## src/rtl/dring_pkg.sv

```systemverilog
package dring_pkg;

  localparam int unsigned LEN_W = 27;
  localparam int unsigned DESC_BYTES = 16;

  typedef struct packed {
    logic [31:0]      addr;
    logic             irq;
    logic [LEN_W-1:0] len;
    logic [47:0]      src;
    logic [47:0]      dst;
  } desc_t;

  // pointer after the current entry, wrapping after count entries
  function automatic logic [31:0] ring_step(logic [31:0] cur, logic [31:0] base,
                                            logic [31:0] cnt);
    logic [31:0] nx;
    logic [31:0] lim;
    nx  = cur + 32'(DESC_BYTES);
    lim = base + (cnt << 4);
    return (nx >= lim) ? base : nx;
  endfunction

  // completion word written over word 0
  function automatic logic [31:0] wb_word(logic [LEN_W-1:0] bytes, logic rd_err,
                                          logic wr_err);
    return {1'b0, ~(rd_err | wr_err), rd_err, wr_err, 1'b0, bytes};
  endfunction

  // effective fetch-ahead bound: zero acts as one, capped at depth
  function automatic logic [31:0] eff_limit(logic [7:0] lim, logic [31:0] depth);
    logic [31:0] l;
    l = (lim == 8'd0) ? 32'd1 : {24'd0, lim};
    return (l > depth) ? depth : l;
  endfunction

endpackage

```

## src/rtl/dring_ptr.sv

```systemverilog
module dring_ptr #(
  parameter int CNT_W = 16
) (
  input  logic        clk,
  input  logic        rst_n,
  input  logic        cfg_we,
  input  logic [2:0]  cfg_addr,
  input  logic [31:0] cfg_wdata,
  input  logic        adv,
  output logic [31:0] base_lo,
  output logic [31:0] base_hi,
  output logic [31:0] nxt,
  output logic [7:0]  plim,
  output logic        wb_en,
  output logic        go,
  output logic [1:0]  clr
);
  import dring_pkg::*;

  logic [CNT_W-1:0] cnt_q;

  assign go  = cfg_we && (cfg_addr == 3'd5) && cfg_wdata[0];
  assign clr = (cfg_we && (cfg_addr == 3'd6)) ? cfg_wdata[2:1] : 2'b00;

  always_ff @(posedge clk or negedge rst_n) begin
    if (!rst_n) begin
      base_lo <= '0;
      base_hi <= '0;
      nxt     <= '0;
      cnt_q   <= '0;
      plim    <= '0;
      wb_en   <= 1'b0;
    end else begin
      if (adv) nxt <= ring_step(nxt, base_lo, 32'(cnt_q));
      if (cfg_we) begin
        case (cfg_addr)
          3'd0: begin base_lo <= cfg_wdata; nxt <= cfg_wdata; end
          3'd1: base_hi <= cfg_wdata;
          3'd2: nxt <= cfg_wdata;
          3'd3: cnt_q <= cfg_wdata[CNT_W-1:0];
          3'd4: plim <= cfg_wdata[7:0];
          3'd5: wb_en <= cfg_wdata[1];
          default: ;
        endcase
      end
    end
  end


  adv_step_chk: assert property (@(posedge clk) disable iff (!rst_n)
    (adv && !cfg_we) |=> (nxt == base_lo) || (nxt == $past(nxt) + 32'd16));

endmodule

```

## src/rtl/dring_fetch.sv

```systemverilog
module dring_fetch (
  input  logic               clk,
  input  logic               rst_n,
  input  logic               go,
  input  logic               room,
  input  logic [31:0]        nxt,
  input  logic [31:0]        base_hi,
  output logic               rd_req_valid,
  input  logic               rd_req_ready,
  output logic [63:0]        rd_req_addr,
  input  logic               rd_rsp_valid,
  input  logic [31:0]        rd_rsp_data,
  output logic               push,
  output dring_pkg::desc_t   push_d,
  output logic               inv_evt,
  output logic               active
);
  import dring_pkg::*;

  typedef enum logic [1:0] {F_IDLE, F_REQ, F_WAIT} fst_t;
  fst_t st;
  logic             run_q;
  logic [1:0]       wix;
  logic [31:0]      fa;
  logic             irq_q;
  logic [LEN_W-1:0] len_q;
  logic [31:0]      w1_q, w2_q;
  logic             rsp_take;

  assign rsp_take     = (st == F_WAIT) && rd_rsp_valid;
  assign inv_evt      = rsp_take && (wix == 2'd0) && !rd_rsp_data[31];
  assign push         = rsp_take && (wix == 2'd3);
  assign rd_req_valid = (st == F_REQ);
  assign rd_req_addr  = {base_hi, fa + {28'd0, wix, 2'b00}};
  assign active       = run_q || (st != F_IDLE);

  always_comb begin
    push_d.addr = fa;
    push_d.irq  = irq_q;
    push_d.len  = len_q;
    push_d.dst  = {w1_q[15:0], w2_q};
    push_d.src  = {w1_q[31:16], rd_rsp_data};
  end

  always_ff @(posedge clk or negedge rst_n) begin
    if (!rst_n) begin
      st    <= F_IDLE;
      run_q <= 1'b0;
      wix   <= '0;
      fa    <= '0;
      irq_q <= 1'b0;
      len_q <= '0;
      w1_q  <= '0;
      w2_q  <= '0;
    end else begin
      case (st)
        F_IDLE: if (run_q && room) begin
          st  <= F_REQ;
          wix <= 2'd0;
          fa  <= nxt;
        end
        F_REQ: if (rd_req_ready) st <= F_WAIT;
        F_WAIT: if (rd_rsp_valid) begin
          case (wix)
            2'd0: begin
              if (!rd_rsp_data[31]) begin
                run_q <= 1'b0;
                st    <= F_IDLE;
              end else begin
                irq_q <= rd_rsp_data[30];
                len_q <= rd_rsp_data[LEN_W-1:0];
                wix   <= 2'd1;
                st    <= F_REQ;
              end
            end
            2'd1: begin w1_q <= rd_rsp_data; wix <= 2'd2; st <= F_REQ; end
            2'd2: begin w2_q <= rd_rsp_data; wix <= 2'd3; st <= F_REQ; end
            default: begin wix <= 2'd0; st <= F_IDLE; end
          endcase
        end
        default: st <= F_IDLE;
      endcase
      if (go) run_q <= 1'b1;
    end
  end


  inv_stop_chk: assert property (@(posedge clk) disable iff (!rst_n)
    (inv_evt && !go) |=> !active);


  rd_hold_chk: assert property (@(posedge clk) disable iff (!rst_n)
    (rd_req_valid && !rd_req_ready) |=> rd_req_valid && $stable(rd_req_addr));

endmodule

```

## src/rtl/dring_queue.sv

```systemverilog
module dring_queue #(
  parameter int DEPTH = 4,
  localparam int AW = (DEPTH > 1) ? $clog2(DEPTH) : 1,
  localparam int CW = $clog2(DEPTH + 1)
) (
  input  logic             clk,
  input  logic             rst_n,
  input  logic             push,
  input  dring_pkg::desc_t push_d,
  input  logic             pop,
  output dring_pkg::desc_t head,
  output logic             empty,
  output logic [CW-1:0]    cnt
);
  import dring_pkg::*;

  desc_t         slot [DEPTH];
  logic [AW-1:0] wp, rp;

  function automatic logic [AW-1:0] bump(logic [AW-1:0] p);
    return (32'(p) == DEPTH - 1) ? '0 : p + 1'b1;
  endfunction

  assign head  = slot[rp];
  assign empty = (cnt == '0);

  always_ff @(posedge clk or negedge rst_n) begin
    if (!rst_n) begin
      wp  <= '0;
      rp  <= '0;
      cnt <= '0;
    end else begin
      if (push) wp <= bump(wp);
      if (pop)  rp <= bump(rp);
      case ({push, pop})
        2'b10:   cnt <= cnt + 1'b1;
        2'b01:   cnt <= cnt - 1'b1;
        default: ;
      endcase
    end
  end

  for (genvar g = 0; g < DEPTH; g++) begin : g_slot
    always_ff @(posedge clk) begin
      if (push && (32'(wp) == g)) slot[g] <= push_d;
    end
  end


  no_overflow_chk: assert property (@(posedge clk) disable iff (!rst_n)
    push |-> (32'(cnt) < DEPTH) || pop);

endmodule

```

## src/rtl/dring_exec.sv

```systemverilog
module dring_exec (
  input  logic                        clk,
  input  logic                        rst_n,
  input  logic                        q_empty,
  input  dring_pkg::desc_t            q_head,
  input  logic                        wb_en,
  input  logic [31:0]                 base_hi,
  input  logic [1:0]                  clr,
  input  logic                        inv_evt,
  output logic                        mv_valid,
  input  logic                        mv_ready,
  output logic [47:0]                 mv_src,
  output logic [47:0]                 mv_dst,
  output logic [dring_pkg::LEN_W-1:0] mv_len,
  input  logic                        mv_done,
  input  logic [dring_pkg::LEN_W-1:0] mv_bytes,
  input  logic                        mv_rd_err,
  input  logic                        mv_wr_err,
  output logic                        wr_req_valid,
  input  logic                        wr_req_ready,
  output logic [63:0]                 wr_req_addr,
  output logic [31:0]                 wr_req_data,
  output logic                        pop,
  output logic                        st_inv,
  output logic                        st_done,
  output logic                        active
);
  import dring_pkg::*;

  typedef enum logic [1:0] {E_IDLE, E_MV, E_RSP, E_WB} est_t;
  est_t        st;
  logic [31:0] wbd;

  assign mv_valid     = (st == E_MV);
  assign mv_src       = q_head.src;
  assign mv_dst       = q_head.dst;
  assign mv_len       = q_head.len;
  assign wr_req_valid = (st == E_WB);
  assign wr_req_addr  = {base_hi, q_head.addr};
  assign wr_req_data  = wbd;
  assign pop          = ((st == E_RSP) && mv_done && !wb_en) ||
                        ((st == E_WB) && wr_req_ready);
  assign active       = (st != E_IDLE);

  always_ff @(posedge clk or negedge rst_n) begin
    if (!rst_n) begin
      st      <= E_IDLE;
      wbd     <= '0;
      st_inv  <= 1'b0;
      st_done <= 1'b0;
    end else begin
      case (st)
        E_IDLE: if (!q_empty) st <= E_MV;
        E_MV:   if (mv_ready) st <= E_RSP;
        E_RSP:  if (mv_done) begin
          wbd <= wb_word(mv_bytes, mv_rd_err, mv_wr_err);
          st  <= wb_en ? E_WB : E_IDLE;
        end
        E_WB:   if (wr_req_ready) st <= E_IDLE;
        default: st <= E_IDLE;
      endcase
      st_inv  <= inv_evt | (st_inv & ~clr[0]);
      st_done <= (pop & q_head.irq) | (st_done & ~clr[1]);
    end
  end


  done_set_chk: assert property (@(posedge clk) disable iff (!rst_n)
    (pop && q_head.irq) |=> st_done);


  wr_hold_chk: assert property (@(posedge clk) disable iff (!rst_n)
    (wr_req_valid && !wr_req_ready) |=>
      wr_req_valid && $stable(wr_req_addr) && $stable(wr_req_data));

endmodule

```

## src/rtl/dring_engine.sv

```systemverilog
module dring_engine #(
  parameter int DEPTH = 4,
  parameter int CNT_W = 16,
  localparam int CW = $clog2(DEPTH + 1)
) (
  input  logic        clk,
  input  logic        rst_n,
  input  logic        cfg_we,
  input  logic [2:0]  cfg_addr,
  input  logic [31:0] cfg_wdata,
  output logic        rd_req_valid,
  input  logic        rd_req_ready,
  output logic [63:0] rd_req_addr,
  input  logic        rd_rsp_valid,
  input  logic [31:0] rd_rsp_data,
  output logic        wr_req_valid,
  input  logic        wr_req_ready,
  output logic [63:0] wr_req_addr,
  output logic [31:0] wr_req_data,
  output logic        mv_valid,
  input  logic        mv_ready,
  output logic [47:0] mv_src,
  output logic [47:0] mv_dst,
  output logic [26:0] mv_len,
  input  logic        mv_done,
  input  logic [26:0] mv_bytes,
  input  logic        mv_rd_err,
  input  logic        mv_wr_err,
  output logic [31:0] nxt_addr,
  output logic        st_inv,
  output logic        st_done,
  output logic        busy
);
  import dring_pkg::*;

  logic [31:0] base_lo, base_hi;
  logic [7:0]  plim;
  logic        wb_en, go, adv, push, pop, inv_evt, room;
  logic        q_empty, f_active, e_active;
  logic [1:0]  clr;
  logic [CW-1:0] q_cnt;
  desc_t       push_d, q_head;

  assign room = (32'(q_cnt) < eff_limit(plim, 32'(DEPTH)));
  assign busy = f_active | e_active | !q_empty;

  dring_ptr #(.CNT_W(CNT_W)) u_ptr (
    .clk(clk), .rst_n(rst_n), .cfg_we(cfg_we), .cfg_addr(cfg_addr),
    .cfg_wdata(cfg_wdata), .adv(adv), .base_lo(base_lo), .base_hi(base_hi),
    .nxt(nxt_addr), .plim(plim), .wb_en(wb_en), .go(go), .clr(clr)
  );

  dring_fetch u_fetch (
    .clk(clk), .rst_n(rst_n), .go(go), .room(room), .nxt(nxt_addr),
    .base_hi(base_hi), .rd_req_valid(rd_req_valid), .rd_req_ready(rd_req_ready),
    .rd_req_addr(rd_req_addr), .rd_rsp_valid(rd_rsp_valid),
    .rd_rsp_data(rd_rsp_data), .push(push), .push_d(push_d),
    .inv_evt(inv_evt), .active(f_active)
  );

  assign adv = push;

  dring_queue #(.DEPTH(DEPTH)) u_queue (
    .clk(clk), .rst_n(rst_n), .push(push), .push_d(push_d), .pop(pop),
    .head(q_head), .empty(q_empty), .cnt(q_cnt)
  );

  dring_exec u_exec (
    .clk(clk), .rst_n(rst_n), .q_empty(q_empty), .q_head(q_head),
    .wb_en(wb_en), .base_hi(base_hi), .clr(clr), .inv_evt(inv_evt),
    .mv_valid(mv_valid), .mv_ready(mv_ready), .mv_src(mv_src),
    .mv_dst(mv_dst), .mv_len(mv_len), .mv_done(mv_done),
    .mv_bytes(mv_bytes), .mv_rd_err(mv_rd_err), .mv_wr_err(mv_wr_err),
    .wr_req_valid(wr_req_valid), .wr_req_ready(wr_req_ready),
    .wr_req_addr(wr_req_addr), .wr_req_data(wr_req_data), .pop(pop),
    .st_inv(st_inv), .st_done(st_done), .active(e_active)
  );

endmodule

```

## config.mk

```make
export PLATFORM = sky130hd
export DESIGN_NAME = dring_engine
export DESIGN_NICKNAME = d
export VERILOG_FILES = /design/src/rtl/dring_pkg.sv /design/src/rtl/dring_ptr.sv /design/src/rtl/dring_fetch.sv /design/src/rtl/dring_queue.sv /design/src/rtl/dring_exec.sv /design/src/rtl/dring_engine.sv
export SDC_FILE = /design/constraint.sdc
export NUM_CORES = 1
export LEC_CHECK = 0
export BUFFER_PORTS_ARGS = -buffer_cell sky130_fd_sc_hd__clkbuf_2
export CAP_MARGIN = 10
export CORE_MARGIN = 8
export CORE_UTILIZATION = 38
export DETAILED_ROUTE_END_ITERATION = 8
export GPL_ROUTABILITY_DRIVEN = 0
export REMOVE_ABC_BUFFERS = 1
export SYNTH_ARGS = -nofsm -noshare
export SYNTH_HDL_FRONTEND = slang
export SYNTH_SLANG_ARGS = --single-unit
export TNS_END_PERCENT = 30
```

## constraint.sdc

```tcl
create_clock -name clk -period 14.6 [get_ports clk]
set_input_delay 2.92 -clock clk [delete_from_list [all_inputs] [get_ports clk]]
set_output_delay 2.92 -clock clk [all_outputs]
set_load 0.05 [all_outputs]
```

==> reports/metrics.csv <==
metric,value,unit
finalPower,9.45,mW
insertion_delay,680,ps
switchingPower,3.77,mW
dieArea,0.109,mm²
coreArea,0.0980,mm²
track_usage,16.9,%
vias_per_cell,5.22,
use_met2,28.0,%
synth-edff-count,624,
use_met1,22.3,%
ctsResizeCount,0,
place_inst,3711,
crit_type,flop to output pin,
p_clk_share,26.1,%
fin_skew,56.2,ps
swShare,39.9,%
cp_max_fo,66,
multi_input_area,0.0106,mm²
drv_slew,0,
power.internal,5.68,mW
use_met3,3.60,%
rows,115,
drv_cap,0,
htree_levels,3,
synthFlopType,edfxtp_1,
hold_viol,0,
ir_drop,0.000145,V
synth_warnings,0,
fin_crit_sh,47.4,%
layout.cells.non_filler,3899,
synth_async_sr_flop_share,31.8,%
required,11680,ps
worst_setup_path_end_kind,output pin,
drt_iter0_drc,1551,
worst_pin_slew,1140,ps
place_area,0.0408,mm²
cts-root-buf,clkbuf_16,
synthTopCellsByCount,"edfxtp_1, dfrtp_1, mux2_2",
yosysSeqAreaShare,69.5,%
ys_types,75,
routedWlPerCell,23.9,µm
drc,0,
grt_pass1_wl,140,mm
max_freq,0.145,GHz
fp.dieH,330,µm
yosysMostFrequentCell,edfxtp_1,
cts_tree,yes,
routed-via-count,20400,
cts.sinks,915,
dp_hpwl,61.7,mm
postRouteWirelength,93.0,mm
p_leak,16.9,nW
hold_buffers,0,
hold_class,flop to flop,
design_area,0.0441,mm²
grt_pass1_vias,21700,
p_per_area,215,mW/mm²
synthCells,2099,
fillCellCount,8510,
ys_top_cells_by_area,"edfxtp_1, dfrtp_1, mux4_2, mux2_2, ha_1",
cp-start-kind,flop,
worstPathArrival,3990,ps
syn_area,0.0374,mm²
period_needed,6910,ps
syn_area_per_cell,17.8,µm²
final_net_count,2694,
top_usage_layer,met2,
whs_path_depth,2,
relSlewSlack,23.6,%
syn_to_final_growth,17.7,%
ant_nets,0,
first_pass_iters,6,
r2r_cells,18,
synth_top_area_share,50.1,%
clockBufferDepth,3,
synth.largest_area_cell,edfxtp_1,
io_buffer_count,422,
rsz0062_at_grt,no,
start_util,38.2,%
post_cts_buffers,0,
seqPwrFrac,37.9,%
numCtsBuffers,97,
tns,0,ps
io_pins,425,
outcome,finished clean,
clk_pin_slew_worst_paths,60,ps
grt_remaining_overflow,0,
combPwrFrac,36.0,%
die-width,330,µm
antenna_found_initial,5,
seqCellArea,0.0260,mm²
finalSetupViolCount,0,
ys_ff_latch,915,
drive_gt1_share,38.0,%
grt_max_degree,92,
==> placed cells by master, fill, tap and decap left out, types with 27 or more instances in the layout <==
master     count
clkbuf_2     421
xnor2_1       55
a21oi_1       42
nand3_1       42
inv_1         37
clkbuf_16     98
mux2_2       205
ha_1          64
dfrtp_1      289
nor2_1        44
mux2_1        36
edfxtp_1     624
mux4_2       156
o21ai_1       27
and3_1        30
nand2_1       69
==> critical path, stage by stage, from the launching register on <==
cell      delay, ps
dfrtp_4         840
buf_4           890
buf_4           770
mux4_2          470
clkbuf_2        270
==> power groups by stage <==
stage	sequential, mW	clock (mW)	combinational, mW
2_1_floorplan	3.97	0	2.22
3_3_place_gp	3.61	0	3.41
3_5_place_dp	3.64	0	3.44
4_1_cts	3.59	2.54	3.45
5_1_grt	3.64	2.64	3.59
6_report	3.58	2.47	3.40
==> area by class of cell <==
type	instances	share of cell area (%)
diodes	5	0.0284
clock buffers	137	6.29
clock inverters	46	1.15
inverters	39	0.332
multi-input cells	1021	24.2
flip-flops and latches	915	59.1
well taps	1287	3.66
repair buffers	449	5.31
==> registers in the layout, indices dropped and copies added (netlist names), 3 cells and up <==
signal / flops
u_queue.cnt: 3
u_fetch.w1_q: 32
u_queue.slot: 624
u_fetch.len_q: 27
u_ptr.base_hi: 32
u_ptr.plim: 8
u_fetch.w2_q: 32
u_fetch.fa: 32
u_ptr.nxt: 32
u_ptr.cnt_q: 16
u_ptr.base_lo: 32
u_exec.wr_req_data: 30
==> path summary, 6_finish.rpt <==
kind	start	end	slack (ps)
worst max-delay path	u_queue.rp[1]	mv_dst[36]	7690
worst min-delay path	u_exec.st_inv	u_exec.st_inv	490
worst max register to register	u_ptr.base_lo[4]	u_ptr.nxt[16]	9020
worst min register to register	u_exec.st_inv	u_exec.st_inv	490
max in group asynchronous	rst_n	u_ptr.base_lo[10]	9760
min in group asynchronous	rst_n	u_fetch.w2_q[10]	2240
==> through the flow <==
stage	setup slack, ps	hold WS, ps	util (%)
floorplan	4720	461	-
global placement	8190	464	41.6
detailed placement	8150	482	41.6
CTS	7500	495	44.9
global route	7350	511	45.0
finish	7690	489	45.0
==> cell families (layout without fill, tap and decap cells) <==
logic type	count (synthesis)	in the layout	share of synthesized area, %
other	1	7	0.0100
AO/OA/AOI/OAI	166	166	2.89
buffers and inverters	164	671	2.19
flip-flops	915	915	69.5
XOR/XNOR	81	81	1.90
multiplexers	419	419	17.2
adder cells (fa/ha/maj)	67	67	2.30
AND/OR/NAND/NOR	286	286	3.97
==> routing by layer <==
metal	vias to the layer above	wire length [µm]
met4	0	1960
met2	613	45400
met5	-	0
li1	8994	-
met1	10600	40000
met3	123	5600
(Power assumes the default switching activity.)
